==> config.mk <==
export PLATFORM = sky130hd
export DESIGN_NAME = line_req_tracker
export DESIGN_NICKNAME = d
export VERILOG_FILES = /design/src/rtl/lrt_pkg.sv /design/src/rtl/lrt_classify.sv /design/src/rtl/lrt_cam.sv /design/src/rtl/line_req_tracker.sv
export SDC_FILE = /design/constraint.sdc
export NUM_CORES = 2
export LEC_CHECK = 0
export ABC_CLOCK_PERIOD_IN_PS = 10430
export BUFFER_PORTS_ARGS = -buffer_cell sky130_fd_sc_hd__buf_2
export CAP_MARGIN = 20
export CORE_MARGIN = 2
export CORE_UTILIZATION = 60
export CTS_CLUSTER_DIAMETER = 80
export CTS_CLUSTER_SIZE = 25
export DETAILED_ROUTE_END_ITERATION = 12
export MAX_ROUTING_LAYER = met4
export PLACE_DENSITY = 0.9
export SYNTH_ARGS = -nofsm -noshare
export SYNTH_HDL_FRONTEND = slang
export SYNTH_SLANG_ARGS = --single-unit
==> constraint.sdc <==
create_clock -name clk -period 10.43 [get_ports clk]
set_clock_uncertainty 0.05 [all_clocks]
set_input_delay 1.5645 -clock clk [delete_from_list [all_inputs] [get_ports clk]]
set_output_delay 1.5645 -clock clk [all_outputs]
set_load 0.005 [all_outputs]
==> src/rtl/lrt_pkg.sv <==
package lrt_pkg;

  typedef enum logic [3:0] {
    T_LOAD  = 4'd0,
    T_FETCH = 4'd1,
    T_STORE = 4'd2,
    T_RFM   = 4'd3,
    T_LINK  = 4'd4,
    T_COND  = 4'd5,
    T_LKRD  = 4'd6,
    T_LKWR  = 4'd7,
    T_FLUSH = 4'd8,
    T_ATOM  = 4'd9
  } rtype_e;

  localparam logic [1:0] OP_READ  = 2'd0;
  localparam logic [1:0] OP_WRITE = 2'd1;
  localparam logic [1:0] OP_FLUSH = 2'd2;

  localparam logic [1:0] RS_NONE   = 2'd0;
  localparam logic [1:0] RS_ISSUED = 2'd1;
  localparam logic [1:0] RS_ALIAS  = 2'd2;
  localparam logic [1:0] RS_FULL   = 2'd3;

  typedef struct packed {
    rtype_e prim;
    rtype_e sec;
    logic   wr_class;
  } cls_t;

endpackage

==> src/rtl/lrt_classify.sv <==
module lrt_classify
  import lrt_pkg::*;
(
  input  logic [1:0] op,
  input  logic       linked,
  input  logic       locked,
  input  logic       fetch,
  input  logic       stchk,
  output cls_t       cls
);

  always_comb begin
    cls.prim = T_LOAD;
    cls.sec  = T_LOAD;
    if (linked) begin
      if (op == OP_WRITE) cls.prim = T_COND;
      else                cls.prim = T_LINK;
      cls.sec = T_ATOM;
    end else if (locked) begin
      if (op == OP_WRITE) cls.prim = T_LKWR;
      else                cls.prim = T_LKRD;
      cls.sec = T_STORE;
    end else if (op == OP_WRITE) begin
      cls.prim = T_STORE;
      cls.sec  = T_STORE;
    end else if (op == OP_FLUSH) begin
      cls.prim = T_FLUSH;
      cls.sec  = T_FLUSH;
    end else if (fetch) begin
      cls.prim = T_FETCH;
      cls.sec  = T_FETCH;
    end else if (stchk) begin
      cls.prim = T_RFM;
      cls.sec  = T_STORE;
    end
    cls.wr_class = !((cls.prim == T_LOAD) || (cls.prim == T_FETCH));
  end

endmodule

==> src/rtl/lrt_cam.sv <==
module lrt_cam
  import lrt_pkg::*;
#(
  parameter int DEPTH = 8,
  parameter int TAG_W = 26,
  parameter int ID_W  = 4,
  localparam int IDX_W = (DEPTH > 1) ? $clog2(DEPTH) : 1,
  localparam int OCC_W = $clog2(DEPTH + 1)
) (
  input  logic             clk,
  input  logic             rst,
  input  logic             clr_en,
  input  logic [TAG_W-1:0] clr_tag,
  input  logic [TAG_W-1:0] look_tag,
  input  logic             ins_en,
  input  logic [TAG_W-1:0] ins_tag,
  input  rtype_e           ins_type,
  input  logic [ID_W-1:0]  ins_id,
  output logic             clr_hit,
  output rtype_e           clr_type,
  output logic [ID_W-1:0]  clr_id,
  output logic             look_hit,
  output logic             has_free,
  output logic [OCC_W-1:0] occ
);

  logic [DEPTH-1:0] vld, clr_m, look_m, clr_sel, vld_kept;
  logic [TAG_W-1:0] tag_q [DEPTH];
  rtype_e           typ_q [DEPTH];
  logic [ID_W-1:0]  id_q  [DEPTH];
  logic [IDX_W-1:0] free_idx;

  for (genvar g = 0; g < DEPTH; g++) begin : g_match
    assign clr_m[g]  = vld[g] && (tag_q[g] == clr_tag);
    assign look_m[g] = vld[g] && (tag_q[g] == look_tag);
  end

  always_comb begin
    clr_hit  = 1'b0;
    clr_type = T_LOAD;
    clr_id   = '0;
    clr_sel  = '0;
    for (int i = 0; i < DEPTH; i++) begin
      if (clr_m[i] && !clr_hit) begin
        clr_hit    = 1'b1;
        clr_sel[i] = 1'b1;
        clr_type   = typ_q[i];
        clr_id     = id_q[i];
      end
    end
  end

  assign vld_kept = clr_en ? (vld & ~clr_sel) : vld;
  assign look_hit = |(look_m & vld_kept);

  always_comb begin
    has_free = 1'b0;
    free_idx = '0;
    for (int i = DEPTH - 1; i >= 0; i--) begin
      if (!vld_kept[i]) begin
        has_free = 1'b1;
        free_idx = IDX_W'(i);
      end
    end
  end

  always_comb begin
    occ = '0;
    for (int i = 0; i < DEPTH; i++) occ = occ + OCC_W'(vld[i]);
  end

  always_ff @(posedge clk) begin
    if (rst) begin
      vld <= '0;
    end else begin
      vld <= vld_kept;
      if (ins_en) vld[free_idx] <= 1'b1;
    end
  end

  always_ff @(posedge clk) begin
    if (ins_en) begin
      tag_q[free_idx] <= ins_tag;
      typ_q[free_idx] <= ins_type;
      id_q[free_idx]  <= ins_id;
    end
  end

  // a line never occupies two entries of one table
  p_no_dup_r5: assert property (@(posedge clk) disable iff (rst)
    $onehot0(look_m));

  // an insert is only requested when a slot is free
  p_ins_room_r1: assert property (@(posedge clk) disable iff (rst)
    ins_en |-> has_free);

endmodule

==> src/rtl/line_req_tracker.sv <==
module line_req_tracker
  import lrt_pkg::*;
#(
  parameter int ADDR_W     = 32,
  parameter int LINE_BYTES = 64,
  parameter int ID_W       = 4,
  parameter int DEPTH      = 8,
  parameter int MAX_OUT    = 8,
  parameter int CNT_W      = 16,
  localparam int OFS_W = $clog2(LINE_BYTES),
  localparam int TAG_W = ADDR_W - OFS_W,
  localparam int OCC_W = $clog2(DEPTH + 1),
  localparam int OUT_W = $clog2(MAX_OUT + 1)
) (
  input  logic              clk,
  input  logic              rst,
  input  logic              req_valid,
  output logic              req_ready,
  input  logic [1:0]        req_op,
  input  logic              req_linked,
  input  logic              req_locked,
  input  logic              req_fetch,
  input  logic              req_stchk,
  input  logic [ADDR_W-1:0] req_addr,
  input  logic [ID_W-1:0]   req_id,
  output logic              rsp_valid,
  output logic [1:0]        rsp_status,
  output logic [ID_W-1:0]   rsp_id,
  output logic              iss_valid,
  input  logic              iss_ready,
  output logic [ADDR_W-1:0] iss_addr,
  output logic [3:0]        iss_type,
  output logic [ID_W-1:0]   iss_id,
  input  logic              rcmp_valid,
  input  logic [TAG_W-1:0]  rcmp_line,
  output logic              rcmp_done,
  output logic              rcmp_miss,
  output logic [3:0]        rcmp_type,
  output logic [ID_W-1:0]   rcmp_id,
  input  logic              wcmp_valid,
  input  logic [TAG_W-1:0]  wcmp_line,
  output logic              wcmp_done,
  output logic              wcmp_miss,
  output logic [3:0]        wcmp_type,
  output logic [ID_W-1:0]   wcmp_id,
  output logic [OUT_W-1:0]  out_cnt,
  output logic [CNT_W-1:0]  cnt_wr_on_rd,
  output logic [CNT_W-1:0]  cnt_wr_on_wr,
  output logic [CNT_W-1:0]  cnt_rd_on_wr,
  output logic [CNT_W-1:0]  cnt_rd_on_rd
);

  cls_t             cls;
  logic [TAG_W-1:0] req_tag;
  logic             take, full, hit_other, hit_own, accept;
  logic             rd_ins, wr_ins, rd_free_now, wr_free_now;
  logic [OUT_W:0]   cnt_after, cnt_next;

  logic             rd_clr_hit, rd_look_hit, rd_has_free;
  logic             wr_clr_hit, wr_look_hit, wr_has_free;
  rtype_e           rd_clr_type, wr_clr_type;
  logic [ID_W-1:0]  rd_clr_id, wr_clr_id;
  logic [OCC_W-1:0] rd_occ, wr_occ;

  lrt_classify u_cls (
    .op(req_op), .linked(req_linked), .locked(req_locked),
    .fetch(req_fetch), .stchk(req_stchk), .cls(cls)
  );

  assign req_tag = req_addr[ADDR_W-1:OFS_W];

  lrt_cam #(.DEPTH(DEPTH), .TAG_W(TAG_W), .ID_W(ID_W)) u_rd_tab (
    .clk(clk), .rst(rst),
    .clr_en(rcmp_valid), .clr_tag(rcmp_line), .look_tag(req_tag),
    .ins_en(rd_ins), .ins_tag(req_tag), .ins_type(cls.prim), .ins_id(req_id),
    .clr_hit(rd_clr_hit), .clr_type(rd_clr_type), .clr_id(rd_clr_id),
    .look_hit(rd_look_hit), .has_free(rd_has_free), .occ(rd_occ)
  );

  lrt_cam #(.DEPTH(DEPTH), .TAG_W(TAG_W), .ID_W(ID_W)) u_wr_tab (
    .clk(clk), .rst(rst),
    .clr_en(wcmp_valid), .clr_tag(wcmp_line), .look_tag(req_tag),
    .ins_en(wr_ins), .ins_tag(req_tag), .ins_type(cls.prim), .ins_id(req_id),
    .clr_hit(wr_clr_hit), .clr_type(wr_clr_type), .clr_id(wr_clr_id),
    .look_hit(wr_look_hit), .has_free(wr_has_free), .occ(wr_occ)
  );

  assign req_ready   = !iss_valid || iss_ready;
  assign take        = req_valid && req_ready;
  assign rd_free_now = rcmp_valid && rd_clr_hit;
  assign wr_free_now = wcmp_valid && wr_clr_hit;

  // completions retire first, so the request sees the reduced count
  assign cnt_after = {1'b0, out_cnt} - (OUT_W+1)'(rd_free_now)
                                     - (OUT_W+1)'(wr_free_now);
  assign full      = (cnt_after >= (OUT_W+1)'(MAX_OUT)) ||
                     (cls.wr_class ? !wr_has_free : !rd_has_free);
  assign hit_other = cls.wr_class ? rd_look_hit : wr_look_hit;
  assign hit_own   = cls.wr_class ? wr_look_hit : rd_look_hit;
  assign accept    = take && !full && !hit_other && !hit_own;
  assign rd_ins    = accept && !cls.wr_class;
  assign wr_ins    = accept && cls.wr_class;
  assign cnt_next  = cnt_after + (OUT_W+1)'(accept);

  always_ff @(posedge clk) begin
    if (rst) begin
      out_cnt      <= '0;
      rsp_valid    <= 1'b0;
      rsp_status   <= RS_NONE;
      rsp_id       <= '0;
      iss_valid    <= 1'b0;
      iss_addr     <= '0;
      iss_type     <= '0;
      iss_id       <= '0;
      rcmp_done    <= 1'b0;
      rcmp_miss    <= 1'b0;
      rcmp_type    <= '0;
      rcmp_id      <= '0;
      wcmp_done    <= 1'b0;
      wcmp_miss    <= 1'b0;
      wcmp_type    <= '0;
      wcmp_id      <= '0;
      cnt_wr_on_rd <= '0;
      cnt_wr_on_wr <= '0;
      cnt_rd_on_wr <= '0;
      cnt_rd_on_rd <= '0;
    end else begin
      out_cnt   <= OUT_W'(cnt_next);
      rsp_valid <= take;
      rsp_id    <= req_id;
      if (full)                       rsp_status <= RS_FULL;
      else if (hit_other || hit_own)  rsp_status <= RS_ALIAS;
      else                            rsp_status <= RS_ISSUED;

      if (accept) begin
        iss_valid <= 1'b1;
        iss_addr  <= req_addr;
        iss_type  <= cls.sec;
        iss_id    <= req_id;
      end else if (iss_ready) begin
        iss_valid <= 1'b0;
      end

      if (take && !full) begin
        if (cls.wr_class && hit_other)       cnt_wr_on_rd <= cnt_wr_on_rd + 1'b1;
        else if (cls.wr_class && hit_own)    cnt_wr_on_wr <= cnt_wr_on_wr + 1'b1;
        else if (!cls.wr_class && hit_other) cnt_rd_on_wr <= cnt_rd_on_wr + 1'b1;
        else if (!cls.wr_class && hit_own)   cnt_rd_on_rd <= cnt_rd_on_rd + 1'b1;
      end

      rcmp_done <= rd_free_now;
      rcmp_miss <= rcmp_valid && !rd_clr_hit;
      rcmp_type <= rd_clr_type;
      rcmp_id   <= rd_clr_id;
      wcmp_done <= wr_free_now;
      wcmp_miss <= wcmp_valid && !wr_clr_hit;
      wcmp_type <= wr_clr_type;
      wcmp_id   <= wr_clr_id;
    end
  end

  // count tracks the occupied entries of both tables
  p_count_sum_r6: assert property (@(posedge clk) disable iff (rst)
    (OCC_W+1)'(out_cnt) == (OCC_W+1)'(rd_occ) + (OCC_W+1)'(wr_occ));

  // never more outstanding than the configured maximum
  p_cap_r1: assert property (@(posedge clk) disable iff (rst)
    out_cnt <= OUT_W'(MAX_OUT));

  // an issued verdict comes with a live issue output
  p_issue_seen_r10: assert property (@(posedge clk) disable iff (rst)
    (rsp_valid && rsp_status == RS_ISSUED) |-> iss_valid);

  // a stalled issue output holds its payload
  p_issue_hold_r10: assert property (@(posedge clk) disable iff (rst)
    (iss_valid && !iss_ready) |=> (iss_valid && $stable(iss_addr) && $stable(iss_type)));

  // a completion is either matched or missed, never both
  p_rd_excl_r8: assert property (@(posedge clk) disable iff (rst)
    !(rcmp_done && rcmp_miss));
  p_wr_excl_r8: assert property (@(posedge clk) disable iff (rst)
    !(wcmp_done && wcmp_miss));

endmodule

==> results.txt <==
GP Congestion = 1.03
Drt first pass iters = 5
Yosys cell types = 87
Routed len/inst = 28.5 um
P&R area growth vs syn = 8.64%
Vias in the first global route = 25.2k
Share of layout cells above drive strength 1 = 13.1%
N_diodes = 0
Min Tclk post-route = 7.77 ns
H-Tree Level Count = 2
Clk buf depth = 3
Startpoint types = primary input
R2R Path End = u_rd_tab.tag_q[7][21]$_DFFE_PP_
Dpl ws = 2.24 ns
Post-Synthesis Cells = 2988
Clock Pin Slew Worst Setup and Hold Paths = 0.09 ns
Crit path to = u_rd_tab.tag_q[7][21]$_DFFE_PP_
Final setup violation count = 0
Slowest stage delay, CP = 0.81 ns
Clk Latency, worst-skew pair = 0.62 ns
CP max FO = 47
Synth Flop Type = edfxtp_1
Die area = 61300 um2
Setup crit start = rcmp_line[15]
Layout Nets = 3278
Syn Std Cell Area = 35600 um2
Highest-delay cell along the critical path = nor3_2
Sequential area share after synthesis = 54.4%
Hold Fails Final Rpt = 0
Worst r2r src = u_rd_tab.tag_q[0][11]$_DFFE_PP_
Max layer used = met4
CP Data Arrival Time = 7.99 ns
LEAKAGE = 12.9 nW
Final wirelength = 113000 um
DPL Wire Length = 76700 um
CORE AREA = 58800 um2
CP endpoint kind = register
RSZ-0062 raised after global routing = no
Synthesized Nets = 3096
Most frequent cells in the layout = edfxtp_1, xnor2_1, xor2_1
Number of flops mapped to enable cells by yosys = 544
CTS Buf Count = 38
Met3 routed WL = 12300 um
CP required = 10.65 ns
Hold Crit Class = register to register
All-Layer GR Usage = 37.6%
Final worst slack = 2.66 ns
Final Max Slew Viols = 0
I/O pin total = 237
CTS resizes = 0
Die width = 248 um
Vias per cell = 6.61
Clk sinks = 695
Synthesized area per cell = 11.9 um2
Flop2flop setup slack = 3.42 ns
DRC = 0
Commonest non-fill, non-tap cell in the layout = edfxtp_1
Die span in y = 248 um
Final period util = 74.5%
Max transition margin = 22.9%
Root Driver = clkbuf_16
F_max = 129 MHz
DRT iter0 DRCs = 3598
PwrDens = 136 nW/um2
Setup CP Type = primary input to register
Asr flop ratio synth = 0%
Tot Pwr = 5.27 mW
DR vias = 26.2k
Postcts setup bufs = 0
M1 WL = 40800 um
Max cap viols = 0
#FFs+latches synth = 695
First-pass GRT wire length = 163000 um
Worst Max-Slew Pin Slew = 1.15 ns
Total congestion overflow = 0
Length of routed met2 wiring = 52100 um
CTS tree = done
Yosys warnings = 0
Port bufs = 235
CP cell instances = buf_2, xnor2_1, nand4_1, nor4_2, nand4_2, nand4b_1, or3b_2, nand2b_1, nand2_1, fa_1, o31ai_1, o31ai_1, or2_2, a311o_1, or3_2, buf_4, nor3_2, buf_4
Largest net degree at the start of global routing = 85
Hold-fix buffers, CTS = 0
VDD IR-drop max = 0.172 mV
Effective utilization at floorplan = 60.6%
TNS Setup = 0 ns
Hold Crit Start = cnt_wr_on_wr[15]$_SDFFE_PP0P_
DRT antenna net count = 0
Number of placement rows = 89
Status = completed
Fill cells = 4391
Antenna violations before repair = 2
FF-to-FF path depth = 17
[worst max-delay path, delay by kind of cell]
family                   cells  cell delay (ns)
XOR/XNOR                     1             0.17
AO/OA/AOI/OAI                3             0.64
AND/OR/NAND/NOR             10             3.91
adder cells (fa/ha/maj)      1             0.44
buffers and inverters        3             1.17
[registers in the layout, indices dropped and copies added, names as in the netlist, 16 cells and up]
name,cells
u_wr_tab.id_q,32
u_wr_tab.typ_q,32
cnt_wr_on_rd,16
cnt_rd_on_rd,16
iss_addr,32
cnt_wr_on_wr,16
cnt_rd_on_wr,16
u_rd_tab.typ_q,32
u_rd_tab.id_q,32
u_rd_tab.tag_q,208
u_wr_tab.tag_q,208
[cell families (layout without fill, tap and decap cells)]
family	count (synthesis)	count (layout)	synth area share [%]
compound gates	235	235	4.43
xor+xnor	857	857	21.2
fa+ha+maj	9	9	0.330
buf+inv	189	397	2.68
flops	695	695	54.4
mux	67	67	1.94
other cells	1	1	0.0105
simple gates	935	935	15.1
[cells in the mapped netlist (14+ instances only)]
library cell  count  area, um2
buf_6            14        158
a22oi_1          22        165
nand4_1         237       1480
or3_1            24        150
buf_4            17        128
clkbuf_1         58        218
xor2_1          370       3240
mux2_2           15        169
buf_2            60        300
o31ai_1          20        150
nor2b_1          26        163
dfxtp_1         151       3020
or4_1            40        300
and3_1           17        106
a31oi_1          16        100
a21oi_1          68        340
nand2b_1         15       93.8
nor3_1           46        230
nand3_1          71        355
o21ai_0          34        170
inv_1            39        146
edfxtp_1        544      16300
xnor2_1         482       4220
nor2_1          150        563
nand2_1          94        353
nor4_1          130        813
mux2i_1          51        510
[per-layer routing]
metal / global-route usage [%] / up-vias
met2: 58.3 / 1804
met4: 21.5 / 0
met1: 46.5 / 12700
li1: - / 11300
met3: 6.97 / 431
met5: - / -
[how the worst min path moves through the flow]
stage                               endpoint  slack (ns)  depth (start not counted)
6_report       cnt_wr_on_wr[15]$_SDFFE_PP0P_        0.44                          2
5_1_grt        cnt_wr_on_wr[15]$_SDFFE_PP0P_        0.45                          2
4_1_cts        cnt_wr_on_wr[15]$_SDFFE_PP0P_        0.44                          2
3_5_place_dp   cnt_wr_on_wr[15]$_SDFFE_PP0P_        0.43                          2
3_3_place_gp   cnt_wr_on_rd[15]$_SDFFE_PP0P_        0.42                          2
2_1_floorplan  cnt_wr_on_rd[15]$_SDFFE_PP0P_        0.42                          2
[per-stage QoR]
stage	instance area, um2	util (%)	hold slack, ns	cells
global placement	37500	63.7	0.417	3902
global route	38700	65.8	0.452	3969
floorplan	35600	-	0.424	2988
CTS	38700	65.8	0.441	3968
detailed placement	37500	63.7	0.427	3902
finish	38700	65.8	0.441	3969
[report_power, final]
group	total (mW)	switching (mW)	internal (mW)
Sequential	3.04	0.0231	3.01
Combinational	0.531	0.360	0.170
Clock	1.70	0.952	0.746
[cell type report]
class | count | area (um2) | area share, %
repair buffers | 292 | 1620 | 4.19
clock buffers | 48 | 1030 | 2.66
multi-input cells | 2104 | 15400 | 39.8
well taps | 773 | 967 | 2.50
flip-flops and latches | 695 | 19400 | 50.0
clock inverters | 18 | 184 | 0.475
inverters | 39 | 146 | 0.378
Note: power is estimated with default switching activity, not from simulation.
